**config.mk**
```make
export PLATFORM = sky130hd
export DESIGN_NAME = dsp_fsync_port
export DESIGN_NICKNAME = d
export VERILOG_FILES = /design/src/rtl/dfs_pkg.sv /design/src/rtl/dfs_edge.sv /design/src/rtl/dfs_rx.sv /design/src/rtl/dfs_tx.sv /design/src/rtl/dsp_fsync_port.sv
export SDC_FILE = /design/constraint.sdc
export NUM_CORES = 1
export LEC_CHECK = 0
export ABC_CLOCK_PERIOD_IN_PS = 1800
export CAP_MARGIN = 20
export CORE_UTILIZATION = 50
export CTS_BUF_LIST = sky130_fd_sc_hd__clkbuf_8
export CTS_CLUSTER_DIAMETER = 60
export DETAILED_ROUTE_END_ITERATION = 8
export GPL_TIMING_DRIVEN = 0
export HOLD_SLACK_MARGIN = 0.12
export MAX_ROUTING_LAYER = met4
export PLACE_DENSITY = 0.77
export SLEW_MARGIN = 30
export SYNTH_ARGS = -nofsm -noshare
export SYNTH_HDL_FRONTEND = slang
export SYNTH_SLANG_ARGS = --single-unit
```
**constraint.sdc**
```tcl
create_clock -name clk -period 1.8 [get_ports clk]
set_input_delay 0.18 -clock clk [delete_from_list [all_inputs] [get_ports clk]]
set_output_delay 0.18 -clock clk [all_outputs]
set_load 0.02 [all_outputs]
```
**src/rtl/dfs_pkg.sv**
```systemverilog
package dfs_pkg;
  // positions of the sampled control lines inside the synchroniser vector
  localparam int IX_SCLK = 0;
  localparam int IX_CS   = 1;
  localparam int IX_FS   = 2;
  localparam int N_SYNC  = 3;
  // reset levels: serial clock idles high, chip select inactive high, sync low
  localparam logic [N_SYNC-1:0] SYNC_RST = 3'b011;
endpackage

```
**src/rtl/dfs_edge.sv**
```systemverilog
module dfs_edge #(
  parameter int N = 3,
  parameter logic [N-1:0] RST_VAL = '0
) (
  input  logic         clk,
  input  logic         rst_n,
  input  logic [N-1:0] d,
  output logic [N-1:0] lvl,
  output logic [N-1:0] prv
);
  for (genvar i = 0; i < N; i++) begin : g_line
    always_ff @(posedge clk) begin
      if (!rst_n) begin
        lvl[i] <= RST_VAL[i];
        prv[i] <= RST_VAL[i];
      end else begin
        lvl[i] <= d[i];
        prv[i] <= lvl[i];
      end
    end
  end
endmodule

```
**src/rtl/dfs_rx.sv**
```systemverilog
module dfs_rx #(
  parameter int CMD_W    = 8,
  parameter int CH_W     = 3,
  parameter int NARROW_W = 8,
  parameter int WIDE_W   = 16,
  parameter int CNT_W    = 7
) (
  input  logic             clk,
  input  logic             rst_n,
  input  logic             cs_lvl,
  input  logic             cs_fall,
  input  logic             cs_rise,
  input  logic             fs_lvl,
  input  logic             fs_fall,
  input  logic             sclk_rise,
  input  logic             sclk_fall,
  input  logic             din_lvl,
  input  logic             wide_sel,
  output logic             dsp_mode,
  output logic             armed,
  output logic             restart,
  output logic [CNT_W-1:0] cnt,
  output logic [CNT_W-1:0] wlen,
  output logic [CMD_W-1:0] cmd_word,
  output logic             cmd_stb,
  output logic [CH_W-1:0]  chan_sel,
  output logic             acq_stb,
  output logic             sample_stb
);
  localparam logic [CNT_W-1:0] CNT_MAX = '1;
  localparam logic [CNT_W-1:0] CMD_N   = CNT_W'(CMD_W);
  localparam logic [CNT_W-1:0] CH_LAST = CNT_W'(CH_W - 1);
  localparam logic [CNT_W-1:0] LEN_N   = CNT_W'(NARROW_W);
  localparam logic [CNT_W-1:0] LEN_W   = CNT_W'(WIDE_W);

  logic             wide;
  logic [CMD_W-1:0] cmd_sr;
  logic [CMD_W-1:0] cmd_next;

  function automatic logic [CNT_W-1:0] word_len(input logic w);
    return w ? LEN_W : LEN_N;
  endfunction

  assign wlen     = word_len(wide);
  assign restart  = fs_fall & dsp_mode & ~cs_lvl & ~cs_rise;
  assign cmd_next = (cnt < CMD_N) ? {cmd_sr[CMD_W-2:0], din_lvl} : cmd_sr;

  always_ff @(posedge clk) begin
    if (!rst_n) begin
      dsp_mode   <= 1'b0;
      armed      <= 1'b0;
      wide       <= 1'b0;
      cnt        <= '0;
      cmd_sr     <= '0;
      cmd_word   <= '0;
      chan_sel   <= '0;
      cmd_stb    <= 1'b0;
      acq_stb    <= 1'b0;
      sample_stb <= 1'b0;
    end else begin
      cmd_stb    <= 1'b0;
      acq_stb    <= 1'b0;
      sample_stb <= 1'b0;
      if (cs_rise) begin
        dsp_mode <= 1'b0;
        armed    <= 1'b0;
        cnt      <= '0;
      end else if (cs_fall) begin
        dsp_mode <= ~fs_lvl;
        armed    <= 1'b0;
        cnt      <= '0;
      end else if (restart) begin
        armed  <= 1'b1;
        wide   <= wide_sel;
        cnt    <= '0;
        cmd_sr <= '0;
      end else if (armed) begin
        if (sclk_fall) begin
          if (cnt != CNT_MAX) cnt <= cnt + 1'b1;
          cmd_sr <= cmd_next;
          if (cnt == CH_LAST) begin
            acq_stb  <= 1'b1;
            chan_sel <= cmd_next[CH_W-1:0];
          end
          if (cnt == wlen - 1'b1) begin
            cmd_stb  <= 1'b1;
            cmd_word <= cmd_next;
          end
        end
        if (sclk_rise && cnt == wlen - 1'b1) sample_stb <= 1'b1;
      end
    end
  end
endmodule

```
**src/rtl/dfs_tx.sv**
```systemverilog
module dfs_tx #(
  parameter int DATA_W  = 14,
  parameter int STAT_W  = 2,
  parameter int FRAME_W = 16,
  parameter int CNT_W   = 7
) (
  input  logic              clk,
  input  logic              rst_n,
  input  logic              kill,
  input  logic              restart,
  input  logic              armed,
  input  logic              sclk_rise,
  input  logic [CNT_W-1:0]  cnt,
  input  logic [CNT_W-1:0]  wlen,
  input  logic [DATA_W-1:0] result_in,
  output logic              fsync_out,
  output logic              dout
);
  logic [FRAME_W-1:0] osr;

  function automatic logic [FRAME_W-1:0] pack_frame(input logic [DATA_W-1:0] d);
    return {d, {STAT_W{1'b0}}};
  endfunction

  always_ff @(posedge clk) begin
    if (!rst_n) begin
      fsync_out <= 1'b0;
      dout      <= 1'b0;
      osr       <= '0;
    end else if (kill || restart) begin
      fsync_out <= 1'b0;
      dout      <= 1'b0;
      osr       <= '0;
    end else if (armed && sclk_rise) begin
      fsync_out <= (cnt == wlen);
      if (cnt == wlen) osr <= pack_frame(result_in);
      if (cnt > wlen) begin
        dout <= osr[FRAME_W-1];
        osr  <= {osr[FRAME_W-2:0], 1'b0};
      end else begin
        dout <= 1'b0;
      end
    end
  end
endmodule

```
**src/rtl/dsp_fsync_port.sv**
```systemverilog
module dsp_fsync_port #(
  parameter int DATA_W   = 14,
  parameter int STAT_W   = 2,
  parameter int CMD_W    = 8,
  parameter int CH_W     = 3,
  parameter int NARROW_W = 8,
  parameter int WIDE_W   = 16
) (
  input  logic              clk,
  input  logic              rst_n,
  input  logic              cs_n,
  input  logic              fsync_in,
  input  logic              sclk,
  input  logic              din,
  input  logic              wide_sel,
  input  logic [DATA_W-1:0] result_in,
  output logic              dsp_mode,
  output logic [CMD_W-1:0]  cmd_word,
  output logic              cmd_stb,
  output logic [CH_W-1:0]   chan_sel,
  output logic              acq_stb,
  output logic              sample_stb,
  output logic              fsync_out,
  output logic              dout
);
  import dfs_pkg::*;

  localparam int FRAME_W = DATA_W + STAT_W;
  localparam int CNT_W   = $clog2(WIDE_W + FRAME_W + 1) + 1;

  logic [N_SYNC-1:0] line_lvl, line_prv;
  logic              din_r;
  logic              sclk_rise_ev, sclk_fall_ev;
  logic              cs_rise_ev, cs_fall_ev, sync_fall_ev;
  logic              restart_ev, armed;
  logic [CNT_W-1:0]  cnt, wlen;

  dfs_edge #(.N(N_SYNC), .RST_VAL(SYNC_RST)) u_edge (
    .clk(clk), .rst_n(rst_n),
    .d({fsync_in, cs_n, sclk}),
    .lvl(line_lvl), .prv(line_prv)
  );

  always_ff @(posedge clk) begin
    if (!rst_n) din_r <= 1'b0;
    else        din_r <= din;
  end

  assign sclk_rise_ev = line_lvl[IX_SCLK] & ~line_prv[IX_SCLK];
  assign sclk_fall_ev = ~line_lvl[IX_SCLK] & line_prv[IX_SCLK];
  assign cs_rise_ev   = line_lvl[IX_CS] & ~line_prv[IX_CS];
  assign cs_fall_ev   = ~line_lvl[IX_CS] & line_prv[IX_CS];
  assign sync_fall_ev = ~line_lvl[IX_FS] & line_prv[IX_FS];

  dfs_rx #(.CMD_W(CMD_W), .CH_W(CH_W), .NARROW_W(NARROW_W), .WIDE_W(WIDE_W),
           .CNT_W(CNT_W)) u_rx (
    .clk(clk), .rst_n(rst_n),
    .cs_lvl(line_lvl[IX_CS]), .cs_fall(cs_fall_ev), .cs_rise(cs_rise_ev),
    .fs_lvl(line_lvl[IX_FS]), .fs_fall(sync_fall_ev),
    .sclk_rise(sclk_rise_ev), .sclk_fall(sclk_fall_ev),
    .din_lvl(din_r), .wide_sel(wide_sel),
    .dsp_mode(dsp_mode), .armed(armed), .restart(restart_ev),
    .cnt(cnt), .wlen(wlen),
    .cmd_word(cmd_word), .cmd_stb(cmd_stb),
    .chan_sel(chan_sel), .acq_stb(acq_stb), .sample_stb(sample_stb)
  );

  dfs_tx #(.DATA_W(DATA_W), .STAT_W(STAT_W), .FRAME_W(FRAME_W), .CNT_W(CNT_W)) u_tx (
    .clk(clk), .rst_n(rst_n),
    .kill(cs_rise_ev | cs_fall_ev), .restart(restart_ev),
    .armed(armed), .sclk_rise(sclk_rise_ev),
    .cnt(cnt), .wlen(wlen), .result_in(result_in),
    .fsync_out(fsync_out), .dout(dout)
  );
endmodule

```
Word level (Yosys, flattened, before mapping)

Cells that the tools add are included.

Register bits: 57
Word-level logic and storage cells: 77
Memories kept: 0
Bits in latches: 0
Memory bits (writable): 0
ROM bits: 0

Eq/ne operators: 4
Bitwise logic cells: 20
Divide/modulo/power cells: 0
Multipliers: 0
Reductions and logical operators: 18
Shift operators: 0
Mux-type cells: 11
Add/subtract/negate cells: 2
Magnitude comparators: 2

Operator list:

| cell                                                                         | number |
|---|---|
| 16-bit 2-to-1 mux                                                            | 2 |
| 8-bit 2-to-1 mux                                                             | 4 |
| 6-bit AND reduction                                                          | 2 |
| 1-bit NOT                                                                    | 11 |
| 1-bit AND                                                                    | 8 |
| 7-bit by 1-bit adder with 7-bit output, second input constant                | 1 |
| 7-bit by 2-bit equality test with 1-bit output, second input constant        | 1 |
| 7-bit by 5-bit equality test with 1-bit output                               | 1 |
| 7-bit equality test                                                          | 1 |
| 7-bit by 5-bit greater-than comparator with 1-bit output                     | 1 |
| 7-bit by 4-bit less-than comparator with 1-bit output, second input constant | 1 |
| 7-bit inequality test, second input constant                                 | 1 |
| 7-bit by 1-bit subtractor with 7-bit output, second input constant           | 1 |
| 3-bit AND reduction                                                          | 2 |
| 2-bit nonzero test                                                           | 3 |
| 6-bit OR reduction                                                           | 1 |
| 5-bit 2-to-1 mux                                                             | 1 |
| 5-bit OR reduction                                                           | 1 |
| 1-bit 2-to-1 mux                                                             | 4 |
| 4-bit AND reduction                                                          | 1 |
| 2-bit OR reduction                                                           | 2 |
| 4-bit OR reduction                                                           | 1 |
| 3-bit OR reduction                                                           | 1 |
| 1-bit logical AND                                                            | 2 |
| 3 further kinds                                                              | 3 |

Logic depth before layout (Yosys ltp)

Gate-level depths: netlist of run 1.

Depth after elaboration: 7
Mapped depth: 7
Mapped depth without buffers: 6

By module

Synthesis of run 1 repeated with hierarchy kept, for this count alone.

Cells, all modules: 301
Area total of the unflattened synthesis: 2,727.6 µm²

Modules (own cells, without submodules):

| module         | times used | cells an instance | area each (µm²) | sequential area each (µm²) |
|---|---|---|---|---|
| dfs_rx         | 1          | 161               | 1,455.1         | 640.6 |
| dfs_tx         | 1          | 118               | 1,031.0         | 320.3 |
| dfs_edge       | 1          | 12                | 157.7           | 120.1 |
| dsp_fsync_port | 1          | 10                | 83.8            | 20.0 |

Worst setup path before layout of run 1

Ideal clock, no wire load.

Path kind: register to register
Start: register u_rx.cnt[3]
End: register u_rx.cmd_word[0]
Stages on the path, launching flop included: 8
Data required time: 1.730 ns
Library setup time: 0.070 ns
Clock period less this slack: 1.976 ns
Data arrival time: 1.905 ns
Setup slack: -0.176 ns
Cells stage by stage: dfxtp_1 inv_1 ha_1 and4bb_1 nand4_2 clkbuf_1 or3_1 a21oi_1

Cells in the longest elaborated chain, start to end: 2
Elaborated cells between the ends (all ways): 4
Those cells by class: order compare: 1; eq/ne: 1; mux: 1; reduce/logical: 1

RTL lines:

| item                                                                                                | line                       | RTL |
|---|---|---|
| from (decl)                                                                                         | dfs_rx.sv:22               | `output logic [CNT_W-1:0] cnt,` |
| from (signal assigned)                                                                              | dfs_rx.sv:79               | `if (cnt != CNT_MAX) cnt <= cnt + 1'b1;` |
| 7-bit by 4-bit less-than comparator with 1-bit output / 7-bit equality test (equally long branches) | dfs_rx.sv:46, dfs_rx.sv:85 |  |
| 8-bit 2-to-1 mux / 6-bit AND reduction (equally long branches)                                      | --                         |  |
| to (signal assigned)                                                                                | dfs_rx.sv:87               | `cmd_word <= cmd_next;` |
| to (decl)                                                                                           | dfs_rx.sv:24               | `output logic [CMD_W-1:0] cmd_word,` |

Parallel ways exist; a longest one is shown, timed or not.
A chain may end at the register's enable or synchronous reset.

Worst setup path in the final report of run 1

Start: register u_rx.wide
End: register u_rx.cmd_word[1]

Cells in the longest elaborated chain, start to end: 4

RTL lines:

| item                                        | line         | RTL |
|---|---|---|
| from (decl)                                 | dfs_rx.sv:36 | `logic wide;` |
| from (signal assigned)                      | dfs_rx.sv:74 | `wide <= wide_sel;` |
| 5-bit 2-to-1 mux                            | dfs_rx.sv:41 | `return w ? LEN_W : LEN_N;` |
| 7-bit by 1-bit subtractor with 7-bit output | dfs_rx.sv:85 | `if (cnt == wlen - 1'b1) begin` |
| 7-bit equality test                         | dfs_rx.sv:85 |  |
| 6-bit AND reduction (no line)               | --           |  |

Every way passes these cells.

==> summary.txt, run 1 <==
GRT
  – GRT overflow: 0
  – Vias in the first global route: 1833
  – First-pass GRT wire length: 8450 um
  – Initial antenna violation count: 0
  – Total GRT Usage: 21.8%
  – Largest net degree at the start of global routing: 19

Pwr
  – Power density cells: 683 mW/mm^2
  – Peak supply drop: 443 uV
  – Pwr Total: 2.19 mW
  – Leakage power: 1.15 nW

Logic synthesis
  – Post-synthesis sequential area ratio: 45.7%
  – Mapped Nets: 263
  – Synth Warn #: 0
  – Synth Instances: 235
  – Mapped Area: 0.00241 mm^2
  – Asr flop ratio synth: 0%
  – #FFs+latches synth: 55
  – Number of synthesized flops with an enable pin: 0
  – Most used DFF post-synth: dfxtp_1
  – Mean post-synth cell area: 10.3 um^2
  – Distinct cells, synth: 50

Drt
  – Avg WL per Cell: 15.2 um
  – DR vias/cell: 5.91
  – # DRC: 0
  – Final wirelength: 5160 um
  – Via Count: 2011
  – DRT Pass-1 Iters: 4
  – Initial DRC Count: 101
  – Post-route ant nets: 0

Clocking
  – CTS tree: yes
  – Cts hold-fix bufs: 0
  – Skew-Pair Late Insertion Delay: 0.31 ns
  – Clock sinks: 55
  – Clock slew at reported path FFs: 0.10 ns
  – Bufs on Longest Clock Path: 2
  – CTS H-tree lvls: 2
  – CTS buffer count: 5
  – Cell at the root of the clock tree: clkbuf_8

Die
  – Chip height: 71.4 um
  – FP Rows: 24
  – Die Area: 0.00510 mm^2
  – IO Pins: 38
  – Core area: 0.00450 mm^2
  – Initial Utilization: 53.5%
  – Chip Width: 71.4 um

Placement
  – GP Congestion: 0.828
  – PortBufs: 37
  – Placed Cells incl. Taps: 324
  – Place WS: -0.238 ns
  – Dpl hpwl: 3510 um

STA
  – Slew headroom: 58.5%
  – Max Slew Vio Count: 0
  – Fmax: 558 MHz
  – RSZ-0062 raised after global routing: yes
  – Worst-Margin Slew: 0.623 ns
  – WHS: 0.427 ns
  – Tcrit/Tclk final: 99.6%
  – Setup Skew: 0.0137 ns
  – Worst setup margin: 0.00736 ns
  – Fin Setup TNS: 0 ns
  – Final hold vios: 0
  – Final setup violating endpoints: 0
  – Fin crit period: 1.79 ns

Critical path
  – WP buf/inv: 2
  – Crit path DAT: 2.04 ns
  – Crit path capture type: flop
  – Critical Path RT: 2.04 ns
  – Worst-path fanout max: 7
  – Top delay family on crit path: simple AND/OR/NAND/NOR gates
  – Critical Path, Cell by Cell: inv_4, ha_4, and4bb_2, nand4_4, buf_6, or3_1, a21oi_1
  – CP max-delay cell: dfxtp_2
  – Crit-path max cell delay: 0.36 ns
  – Crit Path Class: flop to flop
  – CP Launch Type: flop

Cells and area
  – Commonest cells after routing, fill and taps aside: 50 x dfxtp_1, 37 x clkdlybuf4s50_1, 13 x o31a_1, 13 x o221a_1, 12 x nor2_1
  – # diodes: 0
  – Area growth, synth to finish: 33.1%
  – Nets: 315
  – Layout cells sized above 1: 21.2%
  – Post-Layout Cell Count: 340
  – Commonest non-fill, non-tap cell in the layout: dfxtp_1

Hold path
  – Hold WC Path Type: primary input to flop

Flow run
  – Max-cap violations: 0

Status
  – Outcome: finished, final reports clean
[logic make-up after synthesis]
family	synth area share, %
AND/OR/NAND/NOR	17.2
adder cells (fa/ha/maj)	3.63
buffers and inverters	4.67
XOR/XNOR	0.727
multiplexers	4.15
AO/OA/AOI/OAI	23.9
flip-flops	45.7
[worst register-to-register path: cells and delay by family (launching register included)]
family | cells | cell delay, ns
buffers and inverters | 2 | 0.22
AO/OA/AOI/OAI | 1 | 0.14
flip-flops | 1 | 0.36
AND/OR/NAND/NOR | 3 | 0.79
adder cells (fa/ha/maj) | 1 | 0.23
[cell type report]
class                           count  area, um^2
Sequential cell                    55        1110
Clock buffer                        5        68.8
Tap cell                           52        65.1
Clock inverter                      3        46.3
Fill cell                         355        1300
Inverter                           11        43.8
Multi-Input combinational cell    155        1350
Buffer                             13        77.6
Timing Repair Buffer               46         445
[registers in the layout, summed over array words and instances, names as in the netlist]
register,cells
din_r,1
u_edge.lvl,3
u_edge.prv,3
u_rx.acq_stb,1
u_rx.armed,1
u_rx.chan_sel,3
u_rx.cmd_sr,8
u_rx.cmd_stb,1
u_rx.cmd_word,8
u_rx.cnt,7
u_rx.dsp_mode,1
u_rx.sample_stb,1
u_rx.wide,1
u_tx.dout,1
u_tx.fsync_out,1
u_tx.osr,14
[Yosys cell counts, types with 3 or more instances]
master	number	area (um^2)
a211oi_1	4	30.0
a21oi_1	13	65.1
a22o_1	8	70.1
a31oi_1	3	18.8
and2_1	4	25.0
buf_2	3	15.0
clkbuf_1	9	33.8
dfxtp_1	55	1100
ha_1	7	87.6
inv_1	11	41.3
mux2i_1	10	100
nand2_1	5	18.8
nand2b_1	4	25.0
nand3_1	4	20.0
nor2_1	13	48.8
nor3_1	3	15.0
o21ai_0	9	45.0
o221a_1	13	146
o31a_1	13	114
or3_1	10	62.6
[layer usage]
metal,part of all wire [%],track usage (%)
met3,4.7,4.78
met2,47,34.0
met4,1.5,7.33
met5,0,-
met1,47,28.2
[power by group]
| group | internal (mW) | total (mW) | switching, mW |
|---|---|---|---|
| registers | 1.22 | 1.23 | 0.00711 |
| clock network | 0.419 | 0.825 | 0.406 |
| logic | 0.0798 | 0.137 | 0.0575 |
| total | 1.72 | 2.19 | 0.470 |
[worst paths after layout]
path | slack (ns) | cells past startpoint | end | from
max reg2reg | 0.007 | 7 | u_rx.cmd_word[1]$_SDFFE_PN0P_ | u_rx.wide$_SDFFE_PN0P_
max | 0.007 | 7 | u_rx.cmd_word[1]$_SDFFE_PN0P_ | u_rx.wide$_SDFFE_PN0P_
min reg2reg | 0.47 | 2 | u_tx.dout$_SDFFE_PP0P_ | u_tx.dout$_SDFFE_PP0P_
min | 0.43 | 2 | u_edge.lvl[0]$_SDFF_PN1_ | sclk
[metrics by stage]
step | area (um^2) | util (%)
2_1_floorplan | 2450 | -
3_3_place_gp | 2880 | 64.0
3_5_place_dp | 2880 | 64.0
4_1_cts | 3080 | 68.4
5_1_grt | 3210 | 71.2
6_report | 3210 | 71.2
[what timing repair did]
item,CTS,global route
buffers inserted,7,2
setup endpoints to repair,23,34
pin swaps,5,13
cloned,0,1
gates resized for setup,13,38
Note: power is estimated with default switching activity, not from simulation.
==> run 2, diff against run 1 <==
--- a/config.mk
+++ b/config.mk
@@ -15,7 +15,8 @@
 export HOLD_SLACK_MARGIN = 0.12
 export MAX_ROUTING_LAYER = met4
 export PLACE_DENSITY = 0.77
-export SLEW_MARGIN = 30
+export SKIP_CTS_REPAIR_TIMING = 1
+export SLEW_MARGIN = 20
 export SYNTH_ARGS = -nofsm -noshare
 export SYNTH_HDL_FRONTEND = slang
 export SYNTH_SLANG_ARGS = --single-unit
==> run 2 against run 1 <==
  * The run now ends with setup timing left
  * Critical path depth is 1 lower
  * Critical endpoint is now u_tx.osr[7]$_SDFFE_PP0P_
  * Hold slack better by 0.00061 ns
  * Total power hardly changed
  * Sequential power hardly changed
  * Worst setup slack worse by 0.032 ns
==> summary.txt, run 2 (same netlist as run 1, synthesis figures left out) <==
Pwr
  – Sw frac: 21.7% (+0.22 points)
  – Sequential Power Share: 56.0% (about the same)
  – Power Internal: 1.72 mW (-0.20%)
  – Peak supply drop: 443 uV (about the same)
  – Leakage power: 1.18 nW (+2.2%)
  – Net Sw Power: 0.476 mW (+1.1%)
  – Clock share of power: 38.0% (+0.3 points)
  – Power density cells: 684 mW/mm^2 (+0.23%)
  – Combinational share of power: 6.1% (-0.2 points)

STA
  – Final hold vios: 0 (unchanged)
  – Fin Setup TNS: -0.226 ns (-0.226 ns)
  – Fmax: 548 MHz (-1.8%)
  – Slew headroom: 66.1% (+7.6 points)
  – Worst setup margin: -0.0248 ns (-0.0322 ns)
  – Final setup violating endpoints: 13 (+13)
  – Max Slew Vio Count: 0 (unchanged)
  – RSZ-0062 raised after global routing: yes
  – WHS: 0.428 ns (+0.000605 ns)
  – Setup Skew: 0.0155 ns (+0.00173 ns)
  – Fin crit period: 1.82 ns (+0.0322 ns)
  – Tcrit/Tclk final: 101% (+1.8 points)
  – Worst-Margin Slew: 0.509 ns (-0.114 ns)

Hold path
  – Hold WC Path Type: primary input to flop

Clocking
  – Clock sinks: 55 (unchanged)
  – Bufs on Longest Clock Path: 2 (unchanged)
  – CTS buffer count: 5 (unchanged)
  – Skew-Pair Late Insertion Delay: 0.31 ns (about the same)
  – CTS H-tree lvls: 2 (unchanged)
  – CTS tree: yes
  – Clock slew at reported path FFs: 0.11 ns (about the same)
  – Cell at the root of the clock tree: clkbuf_8

Cells and area
  – Top reg by flops: u_tx.osr
  – Commonest cells after routing, fill and taps aside: 50 x dfxtp_1, 37 x clkdlybuf4s50_1, 13 x o31a_1, 13 x o221a_1, 12 x nor2_1
  – Top Registers: u_tx.osr: 14 flops, u_rx.cmd_sr: 8 flops, u_rx.cmd_word: 8 flops
  – Area growth, synth to finish: 32.8%
  – Commonest non-fill, non-tap cell in the layout: dfxtp_1
  – Fin area: 0.00320 mm^2 (-0.16%)
  – Max reg flops: 14 (unchanged)
  – Layout cells sized above 1: 18.9% (-2.3 points)
  – Nets: 318 (+0.95%)
  – # diodes: 0 (unchanged)

Drt
  – Via Count: 2021 (+0.50%)
  – DRT Pass-1 Iters: 4 (unchanged)
  – Final wirelength: 5250 um (+1.9%)
  – Initial DRC Count: 111 (+9.9%)
  – DR vias/cell: 5.89 (-0.38%)
  – Post-route ant nets: 0 (unchanged)
  – Avg WL per Cell: 15.3 um (+1.0%)
  – # DRC: 0 (unchanged)

GRT
  – Initial antenna violation count: 0 (unchanged)
  – Largest net degree at the start of global routing: 19 (unchanged)
  – First-pass GRT wire length: 8170 um (-3.3%)
  – Vias in the first global route: 1765 (-3.7%)
  – GRT overflow: 0 (unchanged)
  – Total GRT Usage: 21.0% (-0.82 points)

Die
  – Core area: 0.00450 mm^2 (unchanged)
  – Die Area: 0.00510 mm^2 (unchanged)
  – IO Pins: 38 (unchanged)
  – Initial Utilization: 53.5% (unchanged)
  – Chip height: 71.4 um (unchanged)
  – Chip Width: 71.4 um (unchanged)
  – FP Rows: 24 (unchanged)

Status
  – Failing checks: setup timing
  – Outcome: complete, but fails checks

Placement
  – Place WS: -0.238 ns (unchanged)
  – GP Congestion: 0.828 (unchanged)
  – Dpl hpwl: 3510 um (unchanged)
  – PortBufs: 37 (unchanged)
  – DP Area: 0.00288 mm^2 (unchanged)

Critical path
  – Crit path DAT: 2.04 ns (about the same)
  – Critical Path RT: 2.02 ns (-0.02 ns)
  – CP Launch Type: flop
  – Crit Path Class: flop to flop
  – Crit path capture type: flop
  – Worst-path fanout max: 8 (+1)

Flow run
  – Max-cap violations: 0 (unchanged)
[run 2: changes by cell type in the layout (fill, tap and decap cells not counted), sizes merged]
cell    before  now
clkbuf      13   16
buf         14   15
or3b         2    1
[run 2: layout make-up]
class	instances	area [um^2]
buffer	15	88.8
clock buffer	5	68.8
tap	52	65.1
timing repair buffer	48	482
sequential	55	1110
inverter	11	46.3
multi-input combinational	154	1290
clock inverter	3	46.3
fill	363	1300
[run 2: metal layers]
layer	up-vias	global-route usage [%]	share of wire (%)
met1	974	27.2	48
met3	7	4.50	3.7
met2	44	32.6	47
met5	-	-	0
met4	0	7.11	1.4
li1	996	-	-
[run 2: worst paths after layout]
| kind | depth (start not counted) | end | slack [ns] | startpoint |
|---|---|---|---|---|
| hold reg to reg | 2 | u_tx.dout$_SDFFE_PP0P_ | 0.47 | u_tx.dout$_SDFFE_PP0P_ |
| setup / recovery | 6 | u_tx.osr[7]$_SDFFE_PP0P_ | -0.02 | u_rx.cnt[4]$_SDFFE_PP0P_ |
| setup reg to reg | 6 | u_tx.osr[7]$_SDFFE_PP0P_ | -0.02 | u_rx.cnt[4]$_SDFFE_PP0P_ |
| hold / removal | 2 | u_edge.lvl[0]$_SDFF_PN1_ | 0.43 | sclk |
[run 2: stage by stage]
step           power (mW)  instances  utilization [%]
2_1_floorplan        1.32        235                -
3_3_place_gp         1.38        324             64.0
3_5_place_dp         1.39        324             64.0
4_1_cts              2.20        332             66.6
5_1_grt              2.27        343             71.1
6_report             2.19        343             71.1
[run 2: worst max-delay path, stage by stage, from the launching register on]
cell and delay (ns):
dfxtp_4 0.38, ha_4 0.26, and2b_4 0.17, nand4_4 0.10
or3b_4 0.44, buf_6 0.15, o221a_1 0.23
[run 2: power groups by stage]
stage	Combinational, mW	Sequential (mW)	Clock (mW)
6_report	0.133	1.23	0.832
3_3_place_gp	0.126	1.26	0
2_1_floorplan	0.0623	1.26	0
4_1_cts	0.128	1.23	0.846
5_1_grt	0.143	1.23	0.901
3_5_place_dp	0.127	1.26	0
